File: src/rtl/rst_ctrl_pkg.sv
package rst_ctrl_pkg;

    localparam int NUM_CAUSE = 7;

    typedef enum logic [2:0] {
        C_POR      = 3'd0,
        C_WAKE     = 3'd1,
        C_CTL_HARD = 3'd2,
        C_SHUTDOWN = 3'd3,
        C_KBC      = 3'd4,
        C_FAST     = 3'd5,
        C_CTL_SOFT = 3'd6
    } cause_e;

    typedef logic [NUM_CAUSE-1:0] cause_vec_t;

    // isolate the lowest set bit: lowest index wins
    function automatic cause_vec_t first_set(cause_vec_t v);
        return v & (~v + cause_vec_t'(1));
    endfunction

endpackage

File: src/rtl/rst_pwrup_timer.sv
module rst_pwrup_timer #(
    parameter int LIMIT = 100000
) (
    input  logic clk,
    input  logic rst_n,
    output logic busy_o
);
    localparam int CW = $clog2(LIMIT + 1);

    typedef struct packed {
        logic [CW-1:0] cnt;
    } tmr_t;

    tmr_t st_d, st_q;

    always_comb begin
        st_d = st_q;
        if (st_q.cnt != CW'(LIMIT)) st_d.cnt = st_q.cnt + CW'(1);
    end

    always_ff @(posedge clk or negedge rst_n) begin
        if (!rst_n) st_q <= '0;
        else        st_q <= st_d;
    end

    assign busy_o = (st_q.cnt != CW'(LIMIT));

    // once released, the power-up hold never returns without power-good loss
    p_pwrup_once_r1: assert property (@(posedge clk) disable iff (!rst_n)
        !busy_o |=> !busy_o);

endmodule

File: src/rtl/rst_stretch.sv
module rst_stretch #(
    parameter int MIN_PULSE = 16
) (
    input  logic clk,
    input  logic rst_n,
    input  logic req_i,
    input  logic blk_i,
    input  logic clr_i,
    output logic active_o,
    output logic start_o,
    output logic last_o
);
    localparam int CW = $clog2(MIN_PULSE + 1);

    typedef struct packed {
        logic [CW-1:0] cnt;
    } str_t;

    str_t st_d, st_q;

    always_comb begin
        st_d    = st_q;
        start_o = req_i && !blk_i && (st_q.cnt == '0);
        if (clr_i)                st_d.cnt = '0;
        else if (start_o)         st_d.cnt = CW'(MIN_PULSE);
        else if (st_q.cnt != '0)  st_d.cnt = st_q.cnt - CW'(1);
    end

    always_ff @(posedge clk or negedge rst_n) begin
        if (!rst_n) st_q <= '0;
        else        st_q <= st_d;
    end

    assign active_o = (st_q.cnt != '0);
    assign last_o   = (st_q.cnt == CW'(1));

    // checker: count active cycles, verify full width when not cut short
    logic [CW:0] wid_q;
    always_ff @(posedge clk or negedge rst_n) begin
        if (!rst_n)         wid_q <= '0;
        else if (!active_o) wid_q <= '0;
        else                wid_q <= wid_q + (CW+1)'(1);
    end

    p_width_r2: assert property (@(posedge clk) disable iff (!rst_n)
        ($fell(active_o) && !$past(clr_i)) |-> (wid_q == (CW+1)'(MIN_PULSE)));

    p_start_r5: assert property (@(posedge clk) disable iff (!rst_n)
        (start_o && !clr_i) |=> active_o);

endmodule

File: src/rtl/rst_io_regs.sv
module rst_io_regs #(
    parameter int          ADDR_W    = 16,
    parameter logic [15:0] FAST_ADDR = 16'h0092,
    parameter logic [15:0] CTL_ADDR  = 16'h0093,
    parameter int          ID_W      = 4
) (
    input  logic              clk,
    input  logic              rst_n,
    input  logic              io_wr,
    input  logic [ADDR_W-1:0] io_addr,
    input  logic [7:0]        io_wdata,
    output logic [7:0]        io_rdata,
    input  logic              id_wr,
    input  logic [ID_W-1:0]   id_proc_wdata,
    input  logic [ID_W-1:0]   id_arb_wdata,
    input  logic              hard_active_i,
    input  logic              hard_clr_i,
    input  logic              init_active_i,
    input  logic              init_last_i,
    output logic              fast_req_o,
    output logic              ctl_hard_req_o,
    output logic              ctl_soft_req_o,
    output logic [ID_W-1:0]   proc_id_o,
    output logic [ID_W-1:0]   arb_id_o
);
    typedef struct packed {
        logic            fast;
        logic            ctl_kind;
        logic            ctl_trig;
        logic [ID_W-1:0] pid;
        logic [ID_W-1:0] aid;
    } io_t;

    io_t st_d, st_q;
    logic wr_ok, fast_hit, ctl_hit, ctl_rise;

    always_comb begin
        wr_ok    = io_wr && !hard_active_i;
        fast_hit = wr_ok && (io_addr == ADDR_W'(FAST_ADDR)) && io_wdata[0];
        ctl_hit  = wr_ok && (io_addr == ADDR_W'(CTL_ADDR));
        ctl_rise = ctl_hit && io_wdata[2] && !st_q.ctl_trig;

        fast_req_o     = fast_hit;
        ctl_hard_req_o = ctl_rise && io_wdata[1];
        ctl_soft_req_o = ctl_rise && !io_wdata[1];

        st_d = st_q;
        if (hard_clr_i) begin
            st_d = '0;
        end else begin
            if (ctl_hit) begin
                st_d.ctl_kind = io_wdata[1];
                st_d.ctl_trig = io_wdata[2];
            end
            if (init_last_i)   st_d.fast = 1'b0;
            else if (fast_hit) st_d.fast = 1'b1;
            if (id_wr) begin
                st_d.pid = id_proc_wdata;
                st_d.aid = id_arb_wdata;
            end
        end
    end

    always_ff @(posedge clk or negedge rst_n) begin
        if (!rst_n) st_q <= '0;
        else        st_q <= st_d;
    end

    always_comb begin
        io_rdata = '0;
        if (io_addr == ADDR_W'(FAST_ADDR))     io_rdata = {7'b0, st_q.fast};
        else if (io_addr == ADDR_W'(CTL_ADDR)) io_rdata = {5'b0, st_q.ctl_trig, st_q.ctl_kind, 1'b0};
    end

    assign proc_id_o = st_q.pid;
    assign arb_id_o  = st_q.aid;

    p_fast_bit_r9: assert property (@(posedge clk) disable iff (!rst_n)
        st_q.fast |-> init_active_i);

    p_ids_clear_r7: assert property (@(posedge clk) disable iff (!rst_n)
        hard_clr_i |=> (proc_id_o == '0 && arb_id_o == '0));

endmodule

File: src/rtl/sys_reset_ctrl.sv
module sys_reset_ctrl #(
    parameter int          CLK_KHZ   = 100000,
    parameter int          MIN_PULSE = 16,
    parameter int          ADDR_W    = 16,
    parameter logic [15:0] FAST_ADDR = 16'h0092,
    parameter logic [15:0] CTL_ADDR  = 16'h0093,
    parameter int          ID_W      = 4
) (
    input  logic              clk,
    input  logic              pwr_good,
    input  logic              wake_req,
    input  logic              cpu_shutdown,
    input  logic              kbc_rst_req,
    input  logic              io_wr,
    input  logic [ADDR_W-1:0] io_addr,
    input  logic [7:0]        io_wdata,
    output logic [7:0]        io_rdata,
    input  logic              id_wr,
    input  logic [ID_W-1:0]   id_proc_wdata,
    input  logic [ID_W-1:0]   id_arb_wdata,
    output logic [ID_W-1:0]   proc_id,
    output logic [ID_W-1:0]   arb_id,
    output logic              hard_rst,
    output logic              init_rst,
    output logic [6:0]        rst_cause
);
    import rst_ctrl_pkg::*;

    localparam int PWRUP_CYC = CLK_KHZ;   // 1 ms of reference clock

    logic rst_n;
    logic pu_busy, hard_cnt_on, hard_start, hard_last, hard_active, hard_clr;
    logic soft_active, soft_start, soft_last;
    logic fast_req, ctl_hard_req, ctl_soft_req;
    cause_vec_t hard_vec, soft_vec;

    assign rst_n = pwr_good;

    rst_pwrup_timer #(.LIMIT(PWRUP_CYC)) u_pwrup (
        .clk(clk), .rst_n(rst_n), .busy_o(pu_busy)
    );

    rst_io_regs #(
        .ADDR_W(ADDR_W), .FAST_ADDR(FAST_ADDR), .CTL_ADDR(CTL_ADDR), .ID_W(ID_W)
    ) u_io (
        .clk(clk), .rst_n(rst_n),
        .io_wr(io_wr), .io_addr(io_addr), .io_wdata(io_wdata), .io_rdata(io_rdata),
        .id_wr(id_wr), .id_proc_wdata(id_proc_wdata), .id_arb_wdata(id_arb_wdata),
        .hard_active_i(hard_active), .hard_clr_i(hard_clr),
        .init_active_i(soft_active), .init_last_i(soft_last),
        .fast_req_o(fast_req), .ctl_hard_req_o(ctl_hard_req), .ctl_soft_req_o(ctl_soft_req),
        .proc_id_o(proc_id), .arb_id_o(arb_id)
    );

    always_comb begin
        hard_vec             = '0;
        hard_vec[C_WAKE]     = wake_req;
        hard_vec[C_CTL_HARD] = ctl_hard_req;
        soft_vec             = '0;
        soft_vec[C_SHUTDOWN] = cpu_shutdown;
        soft_vec[C_KBC]      = kbc_rst_req;
        soft_vec[C_FAST]     = fast_req;
        soft_vec[C_CTL_SOFT] = ctl_soft_req;
    end

    rst_stretch #(.MIN_PULSE(MIN_PULSE)) u_hard (
        .clk(clk), .rst_n(rst_n), .req_i(|hard_vec), .blk_i(pu_busy), .clr_i(1'b0),
        .active_o(hard_cnt_on), .start_o(hard_start), .last_o(hard_last)
    );

    assign hard_active = pu_busy || hard_cnt_on;
    assign hard_clr    = hard_start || hard_active;

    rst_stretch #(.MIN_PULSE(MIN_PULSE)) u_soft (
        .clk(clk), .rst_n(rst_n), .req_i(|soft_vec), .blk_i(hard_clr), .clr_i(hard_clr),
        .active_o(soft_active), .start_o(soft_start), .last_o(soft_last)
    );

    typedef struct packed {
        cause_vec_t cause;
    } top_t;

    top_t st_d, st_q;

    always_comb begin
        st_d = st_q;
        if (hard_start)      st_d.cause = first_set(hard_vec);
        else if (soft_start) st_d.cause = first_set(soft_vec);
    end

    always_ff @(posedge clk or negedge rst_n) begin
        if (!rst_n) st_q <= '{cause: cause_vec_t'(1) << C_POR};
        else        st_q <= st_d;
    end

    assign hard_rst  = hard_active;
    assign init_rst  = soft_active;
    assign rst_cause = st_q.cause;

    p_excl_r6: assert property (@(posedge clk) disable iff (!rst_n)
        !(hard_rst && init_rst));

    p_cause_onehot_r8: assert property (@(posedge clk) disable iff (!rst_n)
        $countones(rst_cause) == 1);

    p_hard_cause_r11: assert property (@(posedge clk) disable iff (!rst_n)
        hard_start |=> (rst_cause[C_WAKE] || rst_cause[C_CTL_HARD]));

    p_hard_end_r2: assert property (@(posedge clk) disable iff (!rst_n)
        (hard_last && !pu_busy) |=> !hard_rst);

endmodule

File: config.mk
export PLATFORM = sky130hd
export DESIGN_NAME = sys_reset_ctrl
export DESIGN_NICKNAME = d
export VERILOG_FILES = /design/src/rtl/rst_ctrl_pkg.sv /design/src/rtl/rst_pwrup_timer.sv /design/src/rtl/rst_stretch.sv /design/src/rtl/rst_io_regs.sv /design/src/rtl/sys_reset_ctrl.sv
export SDC_FILE = /design/constraint.sdc
export NUM_CORES = 1
export LEC_CHECK = 0
export ABC_CLOCK_PERIOD_IN_PS = 6870
export CORE_AREA = 2 2 93 95
export CTS_BUF_LIST = sky130_fd_sc_hd__clkbuf_2
export DETAILED_ROUTE_END_ITERATION = 10
export DIE_AREA = 0 0 95 97
export DONT_BUFFER_PORTS = 1
export PLACE_DENSITY_LB_ADDON = 0.3
export SYNTH_ARGS = -nofsm -noshare
export SYNTH_HDL_FRONTEND = slang
export SYNTH_SLANG_ARGS = --single-unit
File: constraint.sdc
create_clock -name clk -period 6.87 [get_ports clk]
set_input_delay 1.0305 -clock clk [delete_from_list [all_inputs] [get_ports clk]]
set_output_delay 1.0305 -clock clk [all_outputs]
set_load 0.05 [all_outputs]
==> results of run 1 <==
[cell usage after synthesis, types with 3 or more instances]
master / count / share of area, %
buf_4: 13 / 4.0
ha_1: 6 / 3.1
nand2_1: 9 / 1.4
mux2i_1: 11 / 4.6
or2_2: 4 / 1.0
inv_1: 11 / 1.7
xnor2_1: 15 / 5.4
xor2_1: 3 / 1.1
nand3_1: 11 / 2.3
nand4_1: 3 / 0.78
a32o_1: 3 / 1.2
and3_1: 4 / 1.0
a31oi_1: 4 / 1.0
nor2_1: 23 / 3.6
nor3_1: 5 / 1.0
mux2_2: 3 / 1.4
and2_1: 4 / 1.0
a21oi_1: 4 / 0.83
dfrtp_1: 44 / 46
[cells by family (layout without fill, tap and decap cells)]
logic type	count (synthesis)	after routing	share of synthesized area, %
XOR/XNOR	18	18	6.515
AO/OA/AOI/OAI	21	21	6.412
buffers and inverters	27	20	6.360
AND/OR/NAND/NOR	95	95	24.92
flip-flops	45	45	46.59
adder cells (fa/ha/maj)	6	6	3.102
other	1	6	0.1550
multiplexers	14	14	5.946
[worst min path at each step]
stage                     startpoint               end  slack, ps  cells after the start
global placement    u_pwrup.st_q[14]  u_pwrup.st_q[14]        480                      1
global route                pwr_good    u_hard.st_q[2]        180                      0
floorplan           u_pwrup.st_q[14]  u_pwrup.st_q[14]        450                      1
detailed placement   u_pwrup.st_q[4]   u_pwrup.st_q[4]        480                      1
CTS                         pwr_good    u_hard.st_q[2]        230                      0
finish                      pwr_good    u_hard.st_q[2]        270                      0
[flip-flops by register name, summed over array words and instances, names as in the netlist]
name / cells
u_pwrup.st_q: 17
rst_cause: 7
u_hard.st_q: 5
u_soft.st_q: 5
u_io.arb_id_o: 4
u_io.proc_id_o: 4
u_io.st_q: 3
[report_power, final]
| part | leakage [nW] | internal [mW] | total, mW | switching [mW] |
|---|---|---|---|---|
| clock network | 0.0366 | 0.0602 | 0.146 | 0.0855 |
| registers | 0.600 | 0.265 | 0.265 | 0.0000000883 |
| logic | 0.501 | 0.00513 | 0.0149 | 0.00973 |
| total | 1.14 | 0.331 | 0.426 | 0.0952 |
[worst reg2reg max path, stage by stage (launching register included)]
cell and delay [ps]:
dfrtp_1 480, inv_1 80, ha_1 160, or4bb_1 530, nor4_4 380, and2_4 250, nand2_1 340, a211oi_1 360
[per-layer routing]
layer / part of all wire, % / routed length [µm]
met1: 47 / 2055
met2: 47 / 2047
met3: 5.0 / 220
met4: 1.1 / 49
met5: 0 / 0
[per-stage QoR]
step / cell area, µm² / cells / utilization (%)
after CTS: 2531 / 329 / 31.12
final: 2534 / 330 / 31.15
after floorplan: 2435 / 231 / -
after global routing: 2531 / 329 / 31.12
after detailed placement: 2465 / 321 / 30.30
after global placement: 2465 / 321 / 30.30
[layout make-up]
cell class	count	area [µm²]	share of cell area, %
antenna	1	2.502	0.09877
clock buffer	5	25.02	0.9877
clock inverter	3	41.29	1.630
inverter	12	47.55	1.877
multi-input combinational	159	1159	45.73
sequential	45	1127	44.49
tap	105	131.4	5.185
==> summary.txt, run 1 <==
Worst setup path
  • End of the worst register-to-register path: u_io.st_q[10]
  • Worst-path cell chain: or4_1 -> nor2_1 -> nand3_1 -> nor3b_2
  • CP Launch Type: input pin
  • Dominant delay contributor by cell family on the critical path: simple AND/OR/NAND/NOR gates
  • Crit path capture type: output port
  • Critical-path maximum fanout: 3
  • Worst R2R Path Depth: 7
  • Data required time at the worst endpoint: between 5000 and 6000 ps
  • Combined buffer and inverter count along the critical path: 0
  • Slack of the worst reg-to-reg path: 4210 ps
  • Critical-path cell with the highest stage delay: nor3b_2
  • Critical path data arrival time: 2570 ps
  • Critical path destination: io_rdata[0]
  • Largest incremental delay on the critical path: ~740 ps
  • Crit Path Category: in2out
  • Beginning of the critical path: io_addr[10]
  • Beginning of the worst register-to-register path: u_pwrup.st_q[0]
  • Worst path depth: 4

Clock network
  • Post-CTS Hold Buffers: 0
  • Post-CTS sizing: 0
  • Level count of the clock H-tree: 2
  • CTS Buffer Depth: 2
  • Clk sinks: 45
  • Worst-skew pair later-pin latency: 400 ps
  • Root Driver: clkbuf_2
  • Clock slew at reported path FFs: 240 ps
  • Clock tree from TritonCTS: done
  • Clock buffer count from CTS: 5
  • # Post-CTS Setup Buffers: 0

Yosys
  • Number of standard cells after synthesis: around 230
  • Synthesis-stage register bit count: 45
  • Count of yosys warnings during synthesis: 0
  • Post-Syn Area per Cell: 10.66 µm²
  • Post-synth cell types: 56
  • Primary flip-flop cell chosen by synthesis mapping: dfrtp_1
  • Part of the Yosys area used for sequential elements: 46.59%
  • EDFF count, synth: 0
  • Area of the mapped netlist: between 2000 and 2500 µm²
  • Proportion of register bits with asynchronous set or reset after synthesis: 100.0%

Cells and area
  • Area growth, synth to finish: 4.705%
  • Layout cells sized above 1: 13.84%
  • Count of filler cells inserted in the layout: about 810
  • Commonest non-fill, non-tap cells in the layout: dfrtp_1 (44), nor2_1 (23), xnor2_1 (15)
  • Fin nets: roughly 270
  • Leading cell type in the layout, fill and taps excluded: dfrtp_1

Route
  • Wirelength per Cell: about 13 µm
  • Via count of the routed design: 1591
  • Routed wire length: 4.373 mm
  • Detail Route Antenna Nets: 0
  • Remaining DRCs: 0
  • Number of DRC markers after the initial detailed-route iteration: 53
  • DRT Pass-1 Iters: 4
  • Via/cell ratio: 4.821

Die
  • Initial Utilization: between 20 and 30%
  • Number of cell rows: 33
  • Chip width: 95 µm
  • Die outline height: 97 µm
  • Die Outline Area: 9215 µm²
  • Count of boundary I/O pins: 64
  • Core area: 8134 µm²

Global route
  • Overall Global Routing Usage: 10.23%
  • Met3 usage in global routing: between 3 and 4%
  • Global route hottest layer: met2
  • Total grt overflow: 0
  • Met1 Resource Use GR: 13.21%
  • Met2 Use GR: 15.98%
  • Wire length of the first global-routing pass: 7.465 mm
  • Number of global-route vias before repair: around 1600
  • Number of antenna violations at the first check in global routing: 0
  • Pin count of the biggest net entering global routing: 46

STA
  • Final Slew Violations: 0
  • Worst slew slack as a fraction of its limit: 43.28%
  • Endpoints failing setup: 0
  • Unrepaired setup endpoints after global routing: no
  • Minimum clock period: 3605 ps
  • Fin crit share: 52.48%
  • Post-route worst hold slack: 271.7 ps
  • Maximum operating frequency: 0.2774 GHz
  • Setup WS post-layout: 3265 ps
  • Setup TNS after final layout: 0 ps
  • Actual transition at the worst max-transition pin: around 850 ps
  • Worst clock skew: 18.84 ps
  • Final hold violations: 0

Min path
  • Path type of the worst min-delay path: in2async

Pwr
  • Total leakage power: 1.138 nW
  • Maximum vdd ir drop: slightly above 0.00006 V
  • Power Dens Cells: between 150 and 200 nW/µm²
  • Total design power: about 0.43 mW

Placement
  • HPWL after detailed placement: 3.270 mm
  • Setup Slack @ Placement: 3272 ps
  • # port buffers: 0
  • Gp weighted congestion: 0.7786

Flow run
  • Max-capacitance violation count: 0

Status
  • Result of the run: complete, no violations
Power figures use the tool's default switching activity.
==> inputs of run 2 (changes only) <==
--- a/config.mk
+++ b/config.mk
@@ -5,7 +5,7 @@
 export SDC_FILE = /design/constraint.sdc
 export NUM_CORES = 1
 export LEC_CHECK = 0
-export ABC_CLOCK_PERIOD_IN_PS = 6870
+export ABC_CLOCK_PERIOD_IN_PS = 3300
 export CORE_AREA = 2 2 93 95
 export CTS_BUF_LIST = sky130_fd_sc_hd__clkbuf_2
 export DETAILED_ROUTE_END_ITERATION = 10
==> constraint.sdc (replaced) <==
create_clock -name clk -period 3.3 [get_ports clk]
set_input_delay 0.495 -clock clk [delete_from_list [all_inputs] [get_ports clk]]
set_output_delay 0.495 -clock clk [all_outputs]
set_load 0.05 [all_outputs]
==> run 2 against run 1 <==
Sequential share of layout area down 0.59 points. Critical endpoint is now hard_rst. Worst hold slack got worse by 69 ps. Die area unchanged. Core utilization grew 0.42 points. Register-to-register slack got worse by 3400 ps. Routed wire length hardly changed. Cell count up 1.2%. Via count up 1.1%. Clock skew increased by 18 ps.
==> summary.txt, run 2 (synthesis gave the netlist of run 1 again) <==
Placement
  • Gp weighted congestion: 0.7756 (-0.39%)
  • Area post-placement: 2487 µm² (+0.91%)
  • # port buffers: 0 (unchanged)
  • Cell count after placement: 324 (+0.93%)
  • HPWL after detailed placement: 3.286 mm (+0.50%)

Min path
  • Worst hold stages: 2
  • Path type of the worst min-delay path: in2reg

Clock network
  • Root Driver: clkbuf_2
  • Worst-skew pair later-pin latency: 400 ps (about the same)
  • Clk sinks: 45 (unchanged)
  • CTS Buffer Depth: 2 (unchanged)
  • Level count of the clock H-tree: 2 (unchanged)
  • Clock slew at reported path FFs: 240 ps (about the same)
  • # Post-CTS Setup Buffers: 0 (unchanged)
  • Clock tree from TritonCTS: done
  • Clock buffer count from CTS: 5 (unchanged)

Route
  • Detail Route Antenna Nets: 0 (unchanged)
  • Number of DRC markers after the initial detailed-route iteration: 40 (-25%)
  • Via/cell ratio: 4.817 (about the same)
  • Via count of the routed design: 1609 (+1.1%)
  • Wirelength per Cell: 13.10 µm (-1.2%)
  • Remaining DRCs: 0 (unchanged)
  • Routed wire length: 4.374 mm (about the same)
  • DRT Pass-1 Iters: 4 (unchanged)

Cells and area
  • Largest register FFs: 17 (unchanged)
  • Area occupied by registers: 1127 µm² (unchanged)
  • Final instance area: 2567 µm² (+1.3%)
  • Non-filler instance count after layout: 334 (+1.2%)
  • Footprint of the multi-input gates: 1159 µm² (unchanged)
  • Fin nets: 273 (+1.9%)
  • Area growth, synth to finish: 6.101%
  • Count of filler cells inserted in the layout: 839 (+3.3%)
  • Layout cells sized above 1: 15.72% (+1.9 points)
  • Top reg by flops: u_pwrup.st_q
  • Commonest non-fill, non-tap cells in the layout: dfrtp_1 (44), nor2_1 (23), xnor2_1 (15)
  • Leading cell type in the layout, fill and taps excluded: dfrtp_1
  • Number of inserted diodes: 0 (-1)

Worst setup path
  • Critical path data arrival time: 2240 ps (-330 ps)
  • Crit path capture type: output port
  • Worst-path cell chain: inv_1 -> ha_1 -> or4bb_1 -> nor4_4 -> buf_4 -> and2_4 -> inv_4
  • Data required time at the worst endpoint: 2800 ps (-3040 ps)
  • Critical-path maximum fanout: 6 (+3)
  • Dominant delay contributor by cell family on the critical path: simple AND/OR/NAND/NOR gates
  • Crit Path Category: reg2out
  • CP Launch Type: flop
  • Combined buffer and inverter count along the critical path: 3 (+3)
  • Worst path depth: 7 (+3)
  • Largest incremental delay on the critical path: 530 ps (-210 ps)
  • Worst R2R Path Depth: 8 (+1)
  • Critical-path cell with the highest stage delay: or4bb_1

STA
  • Final hold violations: 0 (unchanged)
  • Final Slew Violations: 0 (unchanged)
  • Worst clock skew: 36.57 ps (+17.73 ps)
  • Endpoints failing setup: 0 (unchanged)
  • Minimum clock period: 2738 ps
  • Setup TNS after final layout: 0 ps (unchanged)
  • Actual transition at the worst max-transition pin: 535.6 ps (-311.4 ps)
  • Unrepaired setup endpoints after global routing: no
  • Maximum operating frequency: 0.3652 GHz
  • Fin crit share: 82.98%
  • Worst slew slack as a fraction of its limit: 64.20% (+21 points)

Die
  • Count of boundary I/O pins: 64 (unchanged)
  • Die outline height: 97 µm (unchanged)
  • Initial Utilization: 29.75% (unchanged)
  • Die Outline Area: 9215 µm² (unchanged)
  • Core area: 8134 µm² (unchanged)
  • Chip width: 95 µm (unchanged)
  • Number of cell rows: 33 (unchanged)

Pwr
  • Total leakage power: 1.162 nW (+2.2%)
  • Power Dens Cells: 323.9 nW/µm² (+93%)
  • Maximum vdd ir drop: 0.0001434 V (+130%)

Flow run
  • Max-capacitance violation count: 0 (unchanged)

Global route
  • Pin count of the biggest net entering global routing: 46 (unchanged)
  • Number of global-route vias before repair: 1616 (+1.7%)
  • Total grt overflow: 0 (unchanged)
  • Wire length of the first global-routing pass: 7.596 mm (+1.8%)
  • Overall Global Routing Usage: 10.34% (+0.11 points)
  • Number of antenna violations at the first check in global routing: 0 (unchanged)

Status
  • Result of the run: complete, no violations
## run 2: through the flow
step | total power, mW | hold slack, ps | worst slack, ps | util [%]
final | 0.8317 | 202.3 | 561.6 | 31.56
after CTS | 0.8516 | 170.5 | 485.7 | 31.56
after global placement | 0.5926 | 200.5 | 767.6 | 30.58
after floorplan | 0.5970 | 199.4 | 370.5 | -
after global routing | 0.8809 | 169.3 | 317.3 | 31.56
after detailed placement | 0.5928 | 200.4 | 764.1 | 30.58
## run 2: timing repair
| item | 4_1_cts | 5_1_grt |
|---|---|---|
| hold buffers | 2 | 0 |
| resized for setup | 0 | 0 |
| endpoints found under the hold margin | 45 | 0 |
## run 2: final timing paths
path	slack [ps]	startpoint	end
min	200	wake_req	rst_cause[1]
max in group asynchronous	2500	pwr_good	u_pwrup.st_q[1]
min reg2reg	510	u_pwrup.st_q[14]	u_pwrup.st_q[14]
max	560	u_pwrup.st_q[0]	hard_rst
max reg2reg	770	u_pwrup.st_q[0]	u_io.st_q[10]
min in group asynchronous	550	pwr_good	rst_cause[2]
## run 2: layer usage
layer  vias up  part of all wire [%]  track usage, %
met5         -                     0               0
li1        788                     -               -
met4         0                   2.3           3.790
met3         8                   4.3           2.804
met2        35                    48           16.58
met1       778                    46           13.21
## run 2: layout make-up
cell class                      instances  share of cell area [%]
Clock buffer                            7                   1.365
Clock inverter                          1                  0.2924
Inverter                               12                   1.852
Multi-Input combinational cell        159                   45.13
Sequential cell                        45                   43.91
Tap cell                              105                   5.117
Timing Repair Buffer                    5                   2.339
## run 2: power by group
group | leakage, nW | internal [mW] | switching, mW
registers | 0.600 | 0.553 | 0.000000182
logic | 0.533 | 0.0149 | 0.0313
clock network | 0.0292 | 0.0586 | 0.174
==> inputs of run 3 (changes only) <==
--- a/config.mk
+++ b/config.mk
@@ -5,7 +5,7 @@
 export SDC_FILE = /design/constraint.sdc
 export NUM_CORES = 1
 export LEC_CHECK = 0
-export ABC_CLOCK_PERIOD_IN_PS = 3300
+export ABC_CLOCK_PERIOD_IN_PS = 2870
 export CORE_AREA = 2 2 93 95
 export CTS_BUF_LIST = sky130_fd_sc_hd__clkbuf_2
 export DETAILED_ROUTE_END_ITERATION = 10
==> constraint.sdc (replaced) <==
create_clock -name clk -period 2.87 [get_ports clk]
set_input_delay 0.4305 -clock clk [delete_from_list [all_inputs] [get_ports clk]]
set_output_delay 0.4305 -clock clk [all_outputs]
set_load 0.05 [all_outputs]
==> run 3 against run 2 <==
Flip-flop and latch count unchanged. Highest routed layer unchanged. Clock skew is 16 ps lower. Largest power group unchanged. Critical path type unchanged. First-iteration DRC count is 85% higher. Sequential share of layout area down 0.40 points. Worst hold slack got worse by 61 ps. Power increased by 13%. Largest cell class unchanged. Clock power increased by 9.0%. Sequential power increased by 15%. Count of clock-buffer cells in the layout decreased by 2. Critical path depth shrank 1.
==> summary.txt, run 3 (synthesis gave the netlist of run 1 again) <==
Worst setup path
  • Critical-path maximum fanout: 5 (-1)
  • Critical path data arrival time: 2230 ps (about the same)
  • Worst-path cell chain: inv_1 -> ha_1 -> or4bb_1 -> nor4_4 -> and2_4 -> inv_4
  • Combined buffer and inverter count along the critical path: 2 (-1)
  • Worst R2R Path Depth: 8 (unchanged)
  • Largest incremental delay on the critical path: 530 ps (about the same)
  • Crit path capture type: output port
  • Beginning of the worst register-to-register path: u_pwrup.st_q[0]
  • Crit Path Category: reg2out
  • CP Launch Type: flop
  • End of the worst register-to-register path: rst_cause[2]
  • Critical-path cell with the highest stage delay: or4bb_1
  • Dominant delay contributor by cell family on the critical path: simple AND/OR/NAND/NOR gates
  • Data required time at the worst endpoint: 2440 ps (-360 ps)
  • Slack of the worst reg-to-reg path: 440 ps (-330 ps)

Cells and area
  • Area growth, synth to finish: 7.084%
  • Leading cell type in the layout, fill and taps excluded: dfrtp_1
  • Top reg by flops: u_pwrup.st_q
  • Number of inserted diodes: 0 (unchanged)
  • Layout cells sized above 1: 16.38% (+0.66 points)
  • Fin nets: 277 (+1.5%)
  • Largest register FFs: 17 (unchanged)
  • Commonest non-fill, non-tap cells in the layout: dfrtp_1 (44), nor2_1 (23), xnor2_1 (15)

Clock network
  • Clock tree from TritonCTS: done
  • Clock buffer count from CTS: 5 (unchanged)
  • CTS Buffer Depth: 2 (unchanged)
  • Worst-skew pair later-pin latency: 400 ps (about the same)
  • Level count of the clock H-tree: 2 (unchanged)
  • Root Driver: clkbuf_2
  • Clk sinks: 45 (unchanged)
  • Clock slew at reported path FFs: 220 ps (-20 ps)
  • Post-CTS sizing: 0 (unchanged)

STA
  • Worst slew slack as a fraction of its limit: 66.20% (+2.0 points)
  • Fin crit share: a little over 90%
  • Worst clock skew: 20.15 ps (-16.42 ps)
  • Unrepaired setup endpoints after global routing: no
  • Setup TNS after final layout: 0 ps (unchanged)
  • Maximum operating frequency: ~0.38 GHz
  • Minimum clock period: 2665 ps
  • Final Slew Violations: 0 (unchanged)
  • Post-route worst hold slack: 141.3 ps (-60.97 ps)
  • Actual transition at the worst max-transition pin: 510.6 ps (-25.02 ps)
  • Endpoints failing setup: 0 (unchanged)
  • Final hold violations: 0 (unchanged)

Pwr
  • Total design power: 0.9425 mW (+13%)
  • Total leakage power: 1.175 nW (+1.1%)
  • Design internal power: 0.7049 mW (+13%)
  • Net Sw Power: 0.2376 mW (+16%)
  • Comb power frac: 5.6% (about the same)
  • Power Dens Cells: 363.7 nW/µm² (+12%)
  • Proportion of power drawn by flip-flops and latches: 67.4% (+1.0 points)
  • Maximum vdd ir drop: 0.0001182 V (-18%)
  • Clock Power Share: 27.0% (-1.0 points)
  • Switching fraction of total power: 25.21% (+0.49 points)

Route
  • Via count of the routed design: 1626 (+1.1%)
  • Number of DRC markers after the initial detailed-route iteration: 74 (+85%)
  • Wirelength per Cell: 13.42 µm (+2.5%)
  • Detail Route Antenna Nets: 0 (unchanged)
  • DRT Pass-1 Iters: 4 (unchanged)
  • Via/cell ratio: 4.825 (+0.16%)
  • Remaining DRCs: 0 (unchanged)
  • Routed wire length: 4.522 mm (+3.4%)

Placement
  • # port buffers: 0 (unchanged)
  • Gp weighted congestion: 0.7606 (-1.9%)
  • HPWL after detailed placement: 3.320 mm (+1.0%)

Global route
  • Overall Global Routing Usage: 10.17% (-0.18 points)
  • Number of antenna violations at the first check in global routing: 0 (unchanged)
  • Number of global-route vias before repair: 1565 (-3.2%)
  • Wire length of the first global-routing pass: 7.458 mm (-1.8%)
  • Pin count of the biggest net entering global routing: 46 (unchanged)
  • Total grt overflow: 0 (unchanged)

Min path
  • Worst hold stages: 2 (unchanged)
  • End point of the most critical hold path: rst_cause[1]
  • Path type of the worst min-delay path: in2reg
  • Hold Startpoint: wake_req

Die
  • Die outline height: 97 µm (unchanged)
  • Number of cell rows: 33 (unchanged)
  • Initial Utilization: 29.75% (unchanged)
  • Die Outline Area: 9215 µm² (unchanged)
  • Core area: 8134 µm² (unchanged)
  • Chip width: 95 µm (unchanged)
  • Count of boundary I/O pins: 64 (unchanged)

Status
  • Result of the run: complete, no violations

Flow run
  • Max-capacitance violation count: 0 (unchanged)
-- run 3: cell types whose count changed in the layout (fill, tap and decap cells not counted) --
cell | before | now
buf_4 | 3 | 7
clkbuf_2 | 7 | 5
clkinv_1 | 0 | 1
-- run 3: timing repair --
action | CTS | global route
hold buffers | 2 | 0
setup endpoints to repair | 0 | 1
setup buffers | 0 | 2
hold endpoints to repair | 45 | 0
-- run 3: layout make-up --
type | instances | area, µm²
Clock buffer | 5 | 25.02
Clock inverter | 2 | 11.26
Fill cell | 824 | 5543
Inverter | 12 | 47.55
Multi-Input combinational cell | 159 | 1159
Sequential cell | 45 | 1127
Tap cell | 105 | 131.4
Timing Repair Buffer | 9 | 90.09
-- run 3: how the worst max path moves through the flow --
stage                               start            to  slack, ps  cells past startpoint
after global routing      u_pwrup.st_q[0]      hard_rst         30                      6
after CTS                 u_pwrup.st_q[0]      hard_rst         30                      6
after floorplan               io_addr[10]   io_rdata[0]         70                      4
after detailed placement  u_pwrup.st_q[0]  rst_cause[6]        390                      8
after global placement    u_pwrup.st_q[0]  rst_cause[6]        410                      8
final                     u_pwrup.st_q[0]      hard_rst        200                      6
-- run 3: power by group through the flow --
stage / Sequential, mW / Clock [mW] / Combinational, mW
floorplan: 0.646 / 0 / 0.0402
global placement: 0.646 / 0 / 0.0351
detailed placement: 0.646 / 0 / 0.0350
CTS: 0.636 / 0.274 / 0.0540
global route: 0.636 / 0.303 / 0.0583
finish: 0.635 / 0.254 / 0.0530
-- run 3: per-layer routing --
layer	global-route usage [%]	share of wire, %	vias to the layer above	wire length [µm]
met3	3.193	5.3	4	238
met1	12.97	45	788	2037
li1	-	-	794	-
met2	15.98	49	40	2195
met4	3.790	1.1	0	51
met5	0	0	-	0
-- run 3: through the flow --
| stage | instances | worst slack, ps | cell area [µm²] | utilization [%] |
|---|---|---|---|---|
| 2_1_floorplan | 231 | 69.47 | 2435 | - |
| 3_3_place_gp | 326 | 407.6 | 2502 | 30.76 |
| 4_1_cts | 335 | 33.90 | 2576 | 31.67 |
| 3_5_place_dp | 326 | 393.9 | 2502 | 30.76 |
| 6_report | 337 | 204.9 | 2591 | 31.86 |
| 5_1_grt | 337 | 27.75 | 2591 | 31.86 |
